### config.mk
export PLATFORM = sky130hd
export DESIGN_NAME = rx_acq_seq
export DESIGN_NICKNAME = d
export VERILOG_FILES = /design/src/rtl/rx_acq_seq.sv
export SDC_FILE = /design/constraint.sdc
export NUM_CORES = 1
export LEC_CHECK = 0
export BUFFER_PORTS_ARGS = -buffer_cell sky130_fd_sc_hd__buf_4
export CORE_ASPECT_RATIO = 1.4
export CORE_UTILIZATION = 53
export DETAILED_ROUTE_END_ITERATION = 10
export PLACE_DENSITY = 0.87
export SYNTH_ARGS = -nofsm -noshare
export SYNTH_HDL_FRONTEND = slang
export SYNTH_SLANG_ARGS = --single-unit
### constraint.sdc
create_clock -name clk -period 2.6 [get_ports clk]
set_input_delay 0.78 -clock clk [delete_from_list [all_inputs] [get_ports clk]]
set_output_delay 0.78 -clock clk [all_outputs]
set_load 0.005 [all_outputs]
### src/rtl/rx_acq_seq.sv
module rx_acq_seq #(
  parameter int TMO_W  = 8,
  parameter int FOFS_W = 12,
  parameter int NBITS  = 12
) (
  input  logic              clk,
  input  logic              rst,
  input  logic              tx_mode,
  input  logic              acq_clk,
  input  logic              acq_iq,
  input  logic              acq_afc,
  input  logic              pkt_det_en,
  input  logic [1:0]        track_sel,
  input  logic [TMO_W-1:0]  timeout_lim,
  input  logic              bit_stb,
  input  logic              iq_done,
  input  logic              afc_done,
  input  logic              clk_done,
  input  logic              likely_data,
  input  logic [FOFS_W-1:0] afc_meas_val,
  output logic [2:0]        iq_phase,
  output logic              rf_en,
  output logic              coarse_en,
  output logic              track_en,
  output logic [1:0]        track_mode,
  output logic              iq_busy,
  output logic              afc_busy,
  output logic              afc_meas_en,
  output logic              clk_busy,
  output logic              clk_acq_en,
  output logic [FOFS_W-1:0] freq_ofs,
  output logic              pkt_likely,
  output logic              search_rdy
);

  localparam int CNT_W = $clog2(NBITS + 1);
  localparam logic [CNT_W-1:0] CNT_MAX = CNT_W'(NBITS);

  typedef enum logic [2:0] {
    PH_IDLE   = 3'd0,
    PH_GATE   = 3'd1,
    PH_COARSE = 3'd2,
    PH_REL    = 3'd3,
    PH_TRACK  = 3'd4
  } phase_t;

  phase_t            phase, phase_n;
  logic              iq_q, afc_q, clk_q;
  logic [TMO_W-1:0]  tmo_cnt;
  logic [CNT_W-1:0]  bit_cnt;
  logic              cnt_run;

  wire rx       = ~tx_mode;
  wire iq_rise  = rx & acq_iq  & ~iq_q;
  wire iq_fall  = rx & ~acq_iq & iq_q;
  wire afc_rise = rx & acq_afc & ~afc_q;
  wire afc_fall = rx & ~acq_afc & afc_q;
  wire clk_rise = rx & acq_clk & ~clk_q;
  wire clk_fall = rx & ~acq_clk & clk_q;
  wire active   = (phase == PH_GATE) | (phase == PH_COARSE) | (phase == PH_REL);
  wire tmo_hit  = active & ~iq_done & (tmo_cnt == timeout_lim);

  always_comb begin
    phase_n = phase;
    if (tx_mode)                phase_n = PH_IDLE;
    else if (iq_rise)           phase_n = PH_GATE;
    else if (iq_fall && active) phase_n = PH_TRACK;
    else if (tmo_hit)           phase_n = PH_TRACK;
    else if (iq_done) begin
      case (phase)
        PH_GATE:   phase_n = PH_COARSE;
        PH_COARSE: phase_n = PH_REL;
        PH_REL:    phase_n = PH_TRACK;
        default:   phase_n = phase;
      endcase
    end
  end

  always_ff @(posedge clk) begin
    if (rst) begin
      phase   <= PH_IDLE;
      tmo_cnt <= '0;
      iq_q    <= 1'b0;
      afc_q   <= 1'b0;
      clk_q   <= 1'b0;
    end else begin
      phase <= phase_n;
      iq_q  <= acq_iq;
      afc_q <= acq_afc;
      clk_q <= acq_clk;
      if (phase_n != phase || !active) tmo_cnt <= '0;
      else                             tmo_cnt <= tmo_cnt + 1'b1;
    end
  end

  always_ff @(posedge clk) begin
    if (rst) begin
      afc_busy <= 1'b0;
      freq_ofs <= '0;
    end else if (tx_mode) begin
      afc_busy <= 1'b0;
    end else if (afc_rise) begin
      afc_busy <= 1'b1;
    end else if (afc_fall) begin
      afc_busy <= 1'b0;
    end else if (afc_busy && afc_done) begin
      afc_busy <= 1'b0;
      freq_ofs <= afc_meas_val;
    end
  end

  always_ff @(posedge clk) begin
    if (rst || tx_mode) begin
      clk_busy <= 1'b0;
      cnt_run  <= 1'b0;
      bit_cnt  <= '0;
    end else if (clk_rise) begin
      clk_busy <= 1'b1;
      cnt_run  <= 1'b1;
      bit_cnt  <= '0;
    end else begin
      if (clk_fall || clk_done) clk_busy <= 1'b0;
      if (cnt_run && bit_stb && bit_cnt != CNT_MAX) bit_cnt <= bit_cnt + 1'b1;
    end
  end

  assign iq_phase    = phase;
  assign iq_busy     = active;
  assign rf_en       = ~((phase == PH_GATE) | (phase == PH_COARSE));
  assign coarse_en   = (phase == PH_COARSE);
  assign track_en    = (phase == PH_TRACK);
  assign track_mode  = track_en ? track_sel : 2'b00;
  assign afc_meas_en = afc_busy;
  assign clk_acq_en  = clk_busy;
  assign pkt_likely  = rx & pkt_det_en & likely_data;
  assign search_rdy  = rx & cnt_run & (bit_cnt == CNT_MAX) & (phase == PH_TRACK);

  assert_tx_quiet_R1: assert property (@(posedge clk) disable iff (rst)
    tx_mode |=> (iq_phase == 3'd0 && rf_en && !afc_busy && !clk_busy && !search_rdy));

  assert_iq_start_R2: assert property (@(posedge clk) disable iff (rst)
    (!tx_mode && acq_iq && !iq_q) |=> (iq_phase == 3'd1 && !rf_en));

  assert_coarse_order_R3: assert property (@(posedge clk) disable iff (rst)
    (phase == PH_COARSE && !$stable(phase)) |-> $past(phase) == PH_GATE);

  assert_release_order_R3: assert property (@(posedge clk) disable iff (rst)
    (phase == PH_REL && !$stable(phase)) |-> $past(phase) == PH_COARSE);

  assert_abort_R5: assert property (@(posedge clk) disable iff (rst)
    (!tx_mode && !acq_iq && iq_q && iq_busy) |=> (track_en && rf_en));

  assert_timeout_R6: assert property (@(posedge clk) disable iff (rst)
    (!tx_mode && iq_busy && !iq_done && tmo_cnt == timeout_lim && !(acq_iq ^ iq_q))
      |=> iq_phase == 3'd4);

  assert_afc_capture_R7: assert property (@(posedge clk) disable iff (rst)
    (!tx_mode && afc_busy && afc_done && acq_afc)
      |=> (freq_ofs == $past(afc_meas_val) && !afc_busy));

  assert_clk_done_R11: assert property (@(posedge clk) disable iff (rst)
    (!tx_mode && clk_busy && clk_done && acq_clk) |=> !clk_busy);

endmodule

# --- Word-level counts from Yosys, hierarchy flattened ---
# Cells that the tools add are included.
totals:
  register_bits: 33
  word_cells: 78
  output_inout_bits: 27
classes:
  n_bitwise: 32
  eq_ne: 8
  n_mux: 12
  n_addsub: 2
  reduce_logical: 14
ops:
  columns: ["cell", "n"]
  rows:
  - ["1-bit bitwise AND", 19]
  - ["3-bit two-way mux", 5]
  - ["1-bit NOT", 11]
  - ["3-bit one-hot mux with 3 select lines", 1]
  - ["8-bit by 1-bit adder with 8-bit output, second input constant", 1]
  - ["8-bit == test", 1]
  - ["3-bit by 2-bit == test with 1-bit output, second input constant", 2]
  - ["2-bit OR reduction", 3]
  - ["1-bit two-way mux", 5]
  - ["4-bit by 1-bit adder with 4-bit output, second input constant", 1]
  - ["4-bit == test, second input constant", 1]
  - ["1-bit logical AND", 4]
  - ["4-bit inequality test, second input constant", 1]
  - ["4-bit AND reduction", 1]
  - ["3-bit by 1-bit == test with 1-bit output, second input constant", 1]
  - ["3-bit == test, second input constant", 1]
  - ["1-bit logical OR", 3]
  - ["3-bit inequality test", 1]
  - ["3-bit nonzero test", 1]
  - ["2-bit two-way mux", 1]
  - ["1-bit OR", 2]
  - ["2-bit nonzero test", 1]
  - ["1-bit logical NOT", 1]

# --- Depth between registers and ports, before layout ---
# Gate-level depths: netlist of the first run.
depth:
  ltp_word: 12
  ltp_mapped: 8
  ltp_nobuf: 7

# --- Worst setup path after synthesis of the first run ---
# No wires, ideal clock.
synth_timing:
  path_kind: "input port to output port"
  from: "input tx_mode"
  to: "output search_rdy"
  slack_ns: 0.596
  t_required_ns: 1.820
  cell_stages: 2
  arrival_ns: 1.224
  path_buffers: 1
  cell_sequence: "buf_2 > nor4b_1"
synth_between:
  elab_chain_len: 4
synth_rtl:
  columns: ["element", "line", "source"]
  rows:
  - ["from (decl)", "8", "input logic tx_mode,"]
  - ["1-bit NOT (no source line)", null, null]
  - ["1-bit bitwise AND (3 in series)", "136", "assign search_rdy = rx & cnt_run & (bit_cnt == CNT_MAX) & (phase == PH_TRACK);"]
  - ["to (decl)", "33", "output logic search_rdy"]
# Every way passes these cells.

# --- Worst setup path after layout of the first run ---
layout_timing:
  from: "register phase[1], in the netlist iq_phase[1]"
  to: "output search_rdy"
layout_between:
  elab_chain_len: 2
layout_rtl:
  columns: ["element", "line", "source"]
  rows:
  - ["from (decl)", "47", "phase_t phase, phase_n;"]
  - ["from (signal assigned)", "87", "phase <= phase_n;"]
  - ["3-bit == test", "136", null]
  - ["1-bit bitwise AND", "136", null]
# Every way passes these cells.

==> results of run 1 <==
cell families after synthesis:
| kind of cell | share of synthesized area |
|---|---|
| multiplexers | 0.0745 |
| flip-flops | 0.378 |
| AND/OR/NAND/NOR | 0.292 |
| buffers and inverters | 0.0545 |
| XOR/XNOR | 0.105 |
| adder cells (fa/ha/maj) | 0.0272 |
| AO/OA/AOI/OAI | 0.0688 |
power by group:
part           switching, mW  internal (mW)  total (mW)
clock                  0.176          0.209       0.385
combinational         0.0609         0.0669       0.128
sequential           0.00591          0.513       0.519
total                  0.243          0.789        1.03
tightest hold or removal path, cell delays in order, from the launching register on:
cell and delay (ns):
sky130_fd_sc_hd__dfxtp_1 0.33, sky130_fd_sc_hd__mux2i_1 0.06, sky130_fd_sc_hd__nor2_1 0.07
routing by layer:
metal  global-route usage  share of wire  routed length, microns  vias up
met5                    0              0                       0        -
met4                0.102         0.0085                      31        0
met3               0.0458          0.042                     154        4
met2                0.424           0.55                    2000       39
met1                0.251           0.40                    1480      700
li1                     -              -                       -      741
cell usage in the layout (no fill, tap or decap), drive strengths merged, types with 3 or more instances in the layout:
cell    netlist  routed
mux2i        13      13
and3          6       6
nand3         3       3
dfxtp        33      33
clkbuf        3       6
xnor2         6       6
nand2b        6       6
a21oi         3       3
buf           9      62
nor2b         3       3
inv           6       6
nand4         4       4
nor4          9       9
nor2         23      23
xor2         14      14
ha            3       3
nand2         5       5
a31oi         3       3
nor4b         3       3
nor3          5       5
path summary, 6_finish.rpt:
path | to | slack, ns
hold reg to reg | freq_ofs[10] | 0.49
setup reg to reg | tmo_cnt[5] | 0.67
hold / removal | freq_ofs[10] | 0.49
setup / recovery | search_rdy | 0.40
cell type report:
cell class	count	area, sq um	share of cell area
Multi-Input combinational cell	129	995	0.436
Clock inverter	1	7.51	0.00329
Sequential cell	33	661	0.289
Clock buffer	6	82.6	0.0362
Tap cell	39	48.8	0.0214
Inverter	6	22.5	0.00987
Timing Repair Buffer	62	465	0.204
registers in the layout, indices dropped and copies added, names as in the netlist:
| name | cells |
|---|---|
| afc_q | 1 |
| tmo_cnt | 8 |
| bit_cnt | 4 |
| clk_acq_en | 1 |
| afc_busy | 1 |
| iq_q | 1 |
| freq_ofs | 12 |
| iq_phase | 3 |
| cnt_run | 1 |
| clk_q | 1 |
metrics by stage:
step                      area, sq um  hold WS (ns)
after floorplan                  1750         0.452
after global placement           2190         0.464
after detailed placement         2190         0.484
after CTS                        2280         0.502
after global routing             2280         0.531
final                            2280         0.495
==> results.md, run 1 <==
- Power comes to 1.03 mW.
- The total detailed-routing wirelength is 3.67 mm.
- Ranked by total cell area, the synthesized netlist is headed by sky130_fd_sc_hd__dfxtp_1, sky130_fd_sc_hd__mux2i_1, sky130_fd_sc_hd__xor2_1.
- Traced cell by cell, the critical path runs through nor2_1 -> and2_1 -> nor4b_1 -> buf_4.
- Pin placement for this block handled 61 I/O pins.
- By startpoint and endpoint, the worst setup path is classified as reg2out.
- The total grt overflow is 0.
- The total area inside the core boundary comes to between 3000 and 4000 sq um.
- The number of nets in the synthesized netlist is 217.
- The initial utilization of the core area, before any placement, comes to 0.559.
- The final estimated routing congestion in global placement is 0.789.
- The pin count of the biggest net entering global routing is 20.
- The commonest cells after synthesis are sky130_fd_sc_hd__dfxtp_1, sky130_fd_sc_hd__nor2_1, sky130_fd_sc_hd__xor2_1.
- The number of hold-repair buffers added at the cts stage is 0.
- The launch point of the critical path is iq_phase[1].
- After detailed routing, the number of remaining DRC violations is 0.
- The synthesized netlist contains between 40 and 50 unique library cells.
- The analysis attributes to cell leakage a power of 0.947 nW.
- The maximum vdd drop is 0.000414 V.
- The flow ran to the end, and the final reports show no timing, DRC or antenna violations.
- The hold violation count in the final report came to 0.
- The number of CTS-inserted buffers is 5.
- Headroom to the max-slew limit came out at 0.700.
- The gate count of the mapped netlist is 180.
- Dividing the detail-routed via count by the number of cells gives 5.38.
- The initial antenna violation count was 0.
- 0 antenna diodes ended up in the layout.
- Across every metal layer, demand over resource in global routing totals 0.233.
- The CTS tree is done.
- The final critical delay including setup and external delays is 2.20 ns.
- The highest-delay cell along the critical path is sky130_fd_sc_hd__dfxtp_1.
- The peak clock frequency supported by timing is roughly 450 MHz.
- The flip-flop and latch count after synthesis is 33.
- In the final timing run, aggregate negative setup slack is 0 ns.
- The root buffer cell chosen for the clock tree is sky130_fd_sc_hd__clkbuf_8.
- Input and output buffers added on the ports amount to 60.
- The most used flip-flop cell after synthesis is sky130_fd_sc_hd__dfxtp_1.
- After filler insertion, the fill cell instance count of the layout stands at 237.
- In this run the critical register-to-register path is launched from iq_phase[0].
- In the synthesized netlist the async set-or-reset flop fraction comes to 0.
- In this run the deepest clock path goes through 2 buffers.
- For the pin with the worst max-slew slack, the measured transition is 0.450 ns.
- The wire length per cell is 13.3 microns.
- The max-slew violation count is 0.
- The pre-CTS setup slack is 0.144 ns.
- The post-route fraction of the period consumed by the critical path is 0.846.
- The synthesized design contains 0 enable-type register cells.
- The logic depth of the worst setup path including buffers is 4.
- Once the clock tree was built, the setup fixing pass inserted 0 buffers.
- The number of max-capacitance violations reported is 0.
- The startpoint kind of the worst setup timing path is a flop.
- The endpoint class of the critical path is a primary output.
- For this run, the slowest stage of the critical path takes 0.41 ns.
- After the flow finishes, the layout carries non-filler instances totaling between 200 and 300.
- Setup slack on the critical path of the routed design comes to around 0.4 ns.
- The most area-hungry cell type in the Yosys netlist is sky130_fd_sc_hd__dfxtp_1.
- The worst-skew pair later-pin latency is around 0.28 ns.
- The synthesis-to-layout area growth is 30.8%.
- After synthesis the cells add up to 1750 sq um.
- Once layout is complete, the utilization of the core stands at 0.731.
- The worst register-to-register path has a depth of 6.
- The post-cts sizing count is 0.
- The first-pass GRT wire length is roughly 6.2 mm.
- At the worst endpoint, the required time is 1.82 ns.
- From left edge to right edge, the die measures 50.5 microns.
- The source of the worst hold timing path is freq_ofs[10].
- The number of nets in the final layout is 274.
- The fraction of layout instances using a drive strength above 1 is 0.359.
- The placed wire-length estimate after detailed placement is between 2 and 3 mm.
- The number of vias in the routed layout is 1484.
- The synthesis warning total is 0.
- The via count of the first global-routing pass is 1466.
- The final setup violation count is 0.
- The count of nets left with antenna violations after detail routing is 0.
- The initialized floorplan defines 24 standard-cell rows.
- After the first detailed-routing iteration, the DRC count stood at 46.
- In this run the number of H-tree levels came out at 2.
- Once placement completed, the tool counted placed cells totaling 269.
- The die area is 3530 sq um.
- The iteration count of the initial detailed-routing pass is 4.
- The share of Yosys cell area claimed by the top area cell type is 0.378.
- The share of the yosys chip area belonging to registers is 0.378.
- The min-delay analysis places its worst path in the category reg2reg.
- The cell family contributing the most delay on the critical path is simple AND/OR/NAND/NOR gates.
- From bottom edge to top edge, the die measures 69.9 microns.
- The worst hold path was traced through 2 stages.
- The peak fanout along the critical path is 9.
- Power spread over the standard cell area amounts to 452 nW/um^2.
- The number of sinks handled by clock tree synthesis is 33.
- The total buffers and inverters traversed by the critical path is 1.
- The post-CTS clock slew at the launch and capture registers of the worst setup and hold paths is 0.06 ns.
- Setup repair after global routing left no endpoint under its margin.
- In this run the mean area of a mapped cell was 9.70 sq um.
- At the worst endpoint, the arrival time is 1.42 ns.
- Across the routed clock network, the largest skew measured is around 0.008 ns.
- The most common cell in the synthesized netlist is sky130_fd_sc_hd__dfxtp_1.
No activity file was read; power rests on OpenSTA's default activity.
==> run 2: changes to the inputs <==
--- a/config.mk
+++ b/config.mk
@@ -7,9 +7,9 @@
 export LEC_CHECK = 0
 export BUFFER_PORTS_ARGS = -buffer_cell sky130_fd_sc_hd__buf_4
 export CORE_ASPECT_RATIO = 1.4
-export CORE_UTILIZATION = 53
+export CORE_UTILIZATION = 45
 export DETAILED_ROUTE_END_ITERATION = 10
-export PLACE_DENSITY = 0.87
+export PLACE_DENSITY = 0.79
 export SYNTH_ARGS = -nofsm -noshare
 export SYNTH_HDL_FRONTEND = slang
 export SYNTH_SLANG_ARGS = --single-unit
==> constraint.sdc (replaced) <==
create_clock -name clk -period 2 [get_ports clk]
set_input_delay 0.6 -clock clk [delete_from_list [all_inputs] [get_ports clk]]
set_output_delay 0.6 -clock clk [all_outputs]
set_load 0.005 [all_outputs]
==> results.md, run 2 (synthesis gave the netlist of run 1 again) <==
- The register share of total power is 0.509.
- The peak fanout along the critical path is 4.
- The die extent in x is roughly 55 microns.
- The placed wire-length estimate after detailed placement is about 2.8 mm.
- For this configuration, the core starts out at a cell density of 0.475.
- The core region area is 3680 sq um.
- At the end of routability-driven placement, the weighted congestion stood at 0.743.
- Of the total power, combinational logic draws 0.138.
- The total detailed-routing wirelength is 3.70 mm.
- For this run, design rule violations remaining after detail routing come to 0.
- The tool flagged a number of max-cap violations equal to 0.
- The CTS tree is done.
- The first-pass GRT wire length is 5.92 mm.
- The analysis attributes to net switching a power of 0.313 mW.
- The maximum vdd drop is 0.000579 V.
- The count of input and output buffers is 60.
- The final core utilization is 0.650.
- The number of antenna cells inserted is 0.
- Detailed routing inserted a total of 1514 vias.
- CTS placed an instance of sky130_fd_sc_hd__clkbuf_8 at the clock tree root.
- The flow ran to the end, and the final reports show no timing, DRC or antenna violations.
- In the routed layout, each cell is associated on average with a via count of 5.26.
- Entering global routing, the biggest net connects 20 pins.
- STA puts the critical path data required time at around 1.4 ns.
- The first routing iteration left 48 violations.
- The clock network power share is 0.353.
- The commonest non-fill, non-tap cell in the layout is sky130_fd_sc_hd__buf_4.
- The initial antenna violation count is 0.
- The first detailed-routing pass took 4 iterations.
- Buffers inserted during clock tree synthesis total 5.
- In this run the static leakage power is 0.996 nW.
- The final total negative setup slack is 0 ns.
- The headroom to the max-slew limit is 0.720.
- The synthesis-to-layout area growth is 37.0%.
- The cell area power density is 556 nW/um^2.
- The start-to-end type of the worst setup path is reg2out.
- Global routing finished with a remaining overflow of 0.
- The internal power is 1.02 mW.
- The total I/O pin count is 61.
- The max-slew violation count is 0.
- Measured along the y axis, the die boundary spans between 70 and 80 microns.
- The via count of the first global-routing pass was around 1500.
- The final setup violation count is 0.
- Clock tree synthesis found a total of 33 sinks.
- The floorplan has 26 rows.
- The hold violation count in the final report is 0.
- The endpoint class of the critical path is a primary output.
- Clock-pin slew was measured on the worst setup and hold paths at 0.06 ns.
- STA puts the critical path data arrival time at 1.35 ns.
- The largest registers in the layout are freq_ofs (12), tmo_cnt (8), bit_cnt (4).
- The type of the most critical hold path is reg2reg.
- freq_ofs holds more flip-flops than any other register.
- Of the cells placed in the final design, the portion with a size suffix greater than 1 is 0.415.
- The die area is ~4100 sq um.
- In the layout the commonest cells are sky130_fd_sc_hd__buf_4, sky130_fd_sc_hd__dfxtp_1, sky130_fd_sc_hd__nor2_1, sky130_fd_sc_hd__xor2_1, sky130_fd_sc_hd__mux2i_1.
- Across every metal layer, demand over resource in global routing totals 0.195.
- The startpoint kind of the worst setup timing path is a flop.
- The worst-skew pair later-pin latency is 0.28 ns.
- The worst path in the final design needs a cycle of 1.95 ns, including I/O delays and setup.
- In the finished design, the share of the clock period the worst path needs comes to 0.975.
- The fraction of power spent switching nets is 0.235.
- After the last flow step, the layout net total stands at 282.
- The wire length per cell is 12.9 microns.
- The peak clock frequency supported by timing is about 510 MHz.
- The H-tree was split into 2 levels.
- The maximum count of clock buffers along a single path is 2.
- The clock tree skew after final layout is 0.00268 ns.
- The flip-flop count of the largest register, all copies and words added is 12.
- The count of nets left with antenna violations once routing finished came out at 0.
- The slew at the pin closest to its max-slew limit is 0.420 ns.
==> run 2: layer usage <==
| layer | part of all wire | up-vias | GRT usage |
|---|---|---|---|
| li1 | - | 752 | - |
| met1 | 0.40 | 704 | 0.217 |
| met2 | 0.53 | 51 | 0.348 |
| met3 | 0.056 | 7 | 0.0459 |
| met4 | 0.016 | 0 | 0.0712 |
| met5 | 0 | - | 0 |
==> run 2: worst max-delay path, cell delays in order, from the launching register on <==
cell and delay (ns):
sky130_fd_sc_hd__dfxtp_2 0.34, sky130_fd_sc_hd__inv_2 0.05, sky130_fd_sc_hd__ha_2 0.16, sky130_fd_sc_hd__nand3_2 0.08
sky130_fd_sc_hd__nor4b_2 0.29, sky130_fd_sc_hd__buf_4 0.15
==> run 2: layout make-up <==
class | instances | area [sq um]
tap | 42 | 52.6
timing repair buffer | 70 | 551
sequential | 33 | 669
fill | 316 | 1280
inverter | 6 | 22.5
clock buffer | 8 | 80.1
multi-input combinational | 129 | 1020
==> run 2: through the flow <==
stage	setup slack [ns]	cell area [sq um]	total power [mW]	instances	hold WS (ns)
2_1_floorplan	0.177	1750	0.777	180	0.452
3_3_place_gp	-0.0340	2270	0.870	279	0.464
3_5_place_dp	-0.0796	2270	0.874	279	0.481
4_1_cts	0.0176	2360	1.35	287	0.505
5_1_grt	-0.00119	2390	1.39	288	0.530
6_report	0.0504	2390	1.33	288	0.506
==> run 2: worst paths after layout <==
| path | to | cells past startpoint | slack [ns] | startpoint |
|---|---|---|---|---|
| min reg2reg | freq_ofs[5] | 2 | 0.51 | freq_ofs[5] |
| max reg2reg | tmo_cnt[7] | 6 | 0.24 | tmo_cnt[3] |
| max | search_rdy | 5 | 0.05 | bit_cnt[1] |
| min | freq_ofs[5] | 2 | 0.51 | freq_ofs[5] |
==> run 2: what timing repair did <==
action | 4_1_cts | 5_1_grt
setup endpoints to repair | 1 | 1
pin swaps | 0 | 2
gates resized for setup | 3 | 10
setup buffers | 0 | 1
hold buffers | 0 | 0
hold endpoints to repair | 0 | 0
==> run 2: power by group through the flow <==
stage / combinational [mW] / clock (mW) / sequential, mW
3_5_place_dp: 0.183 / 0 / 0.691
3_3_place_gp: 0.180 / 0 / 0.691
2_1_floorplan: 0.0890 / 0 / 0.688
5_1_grt: 0.197 / 0.515 / 0.677
6_report: 0.184 / 0.470 / 0.677
4_1_cts: 0.184 / 0.487 / 0.677
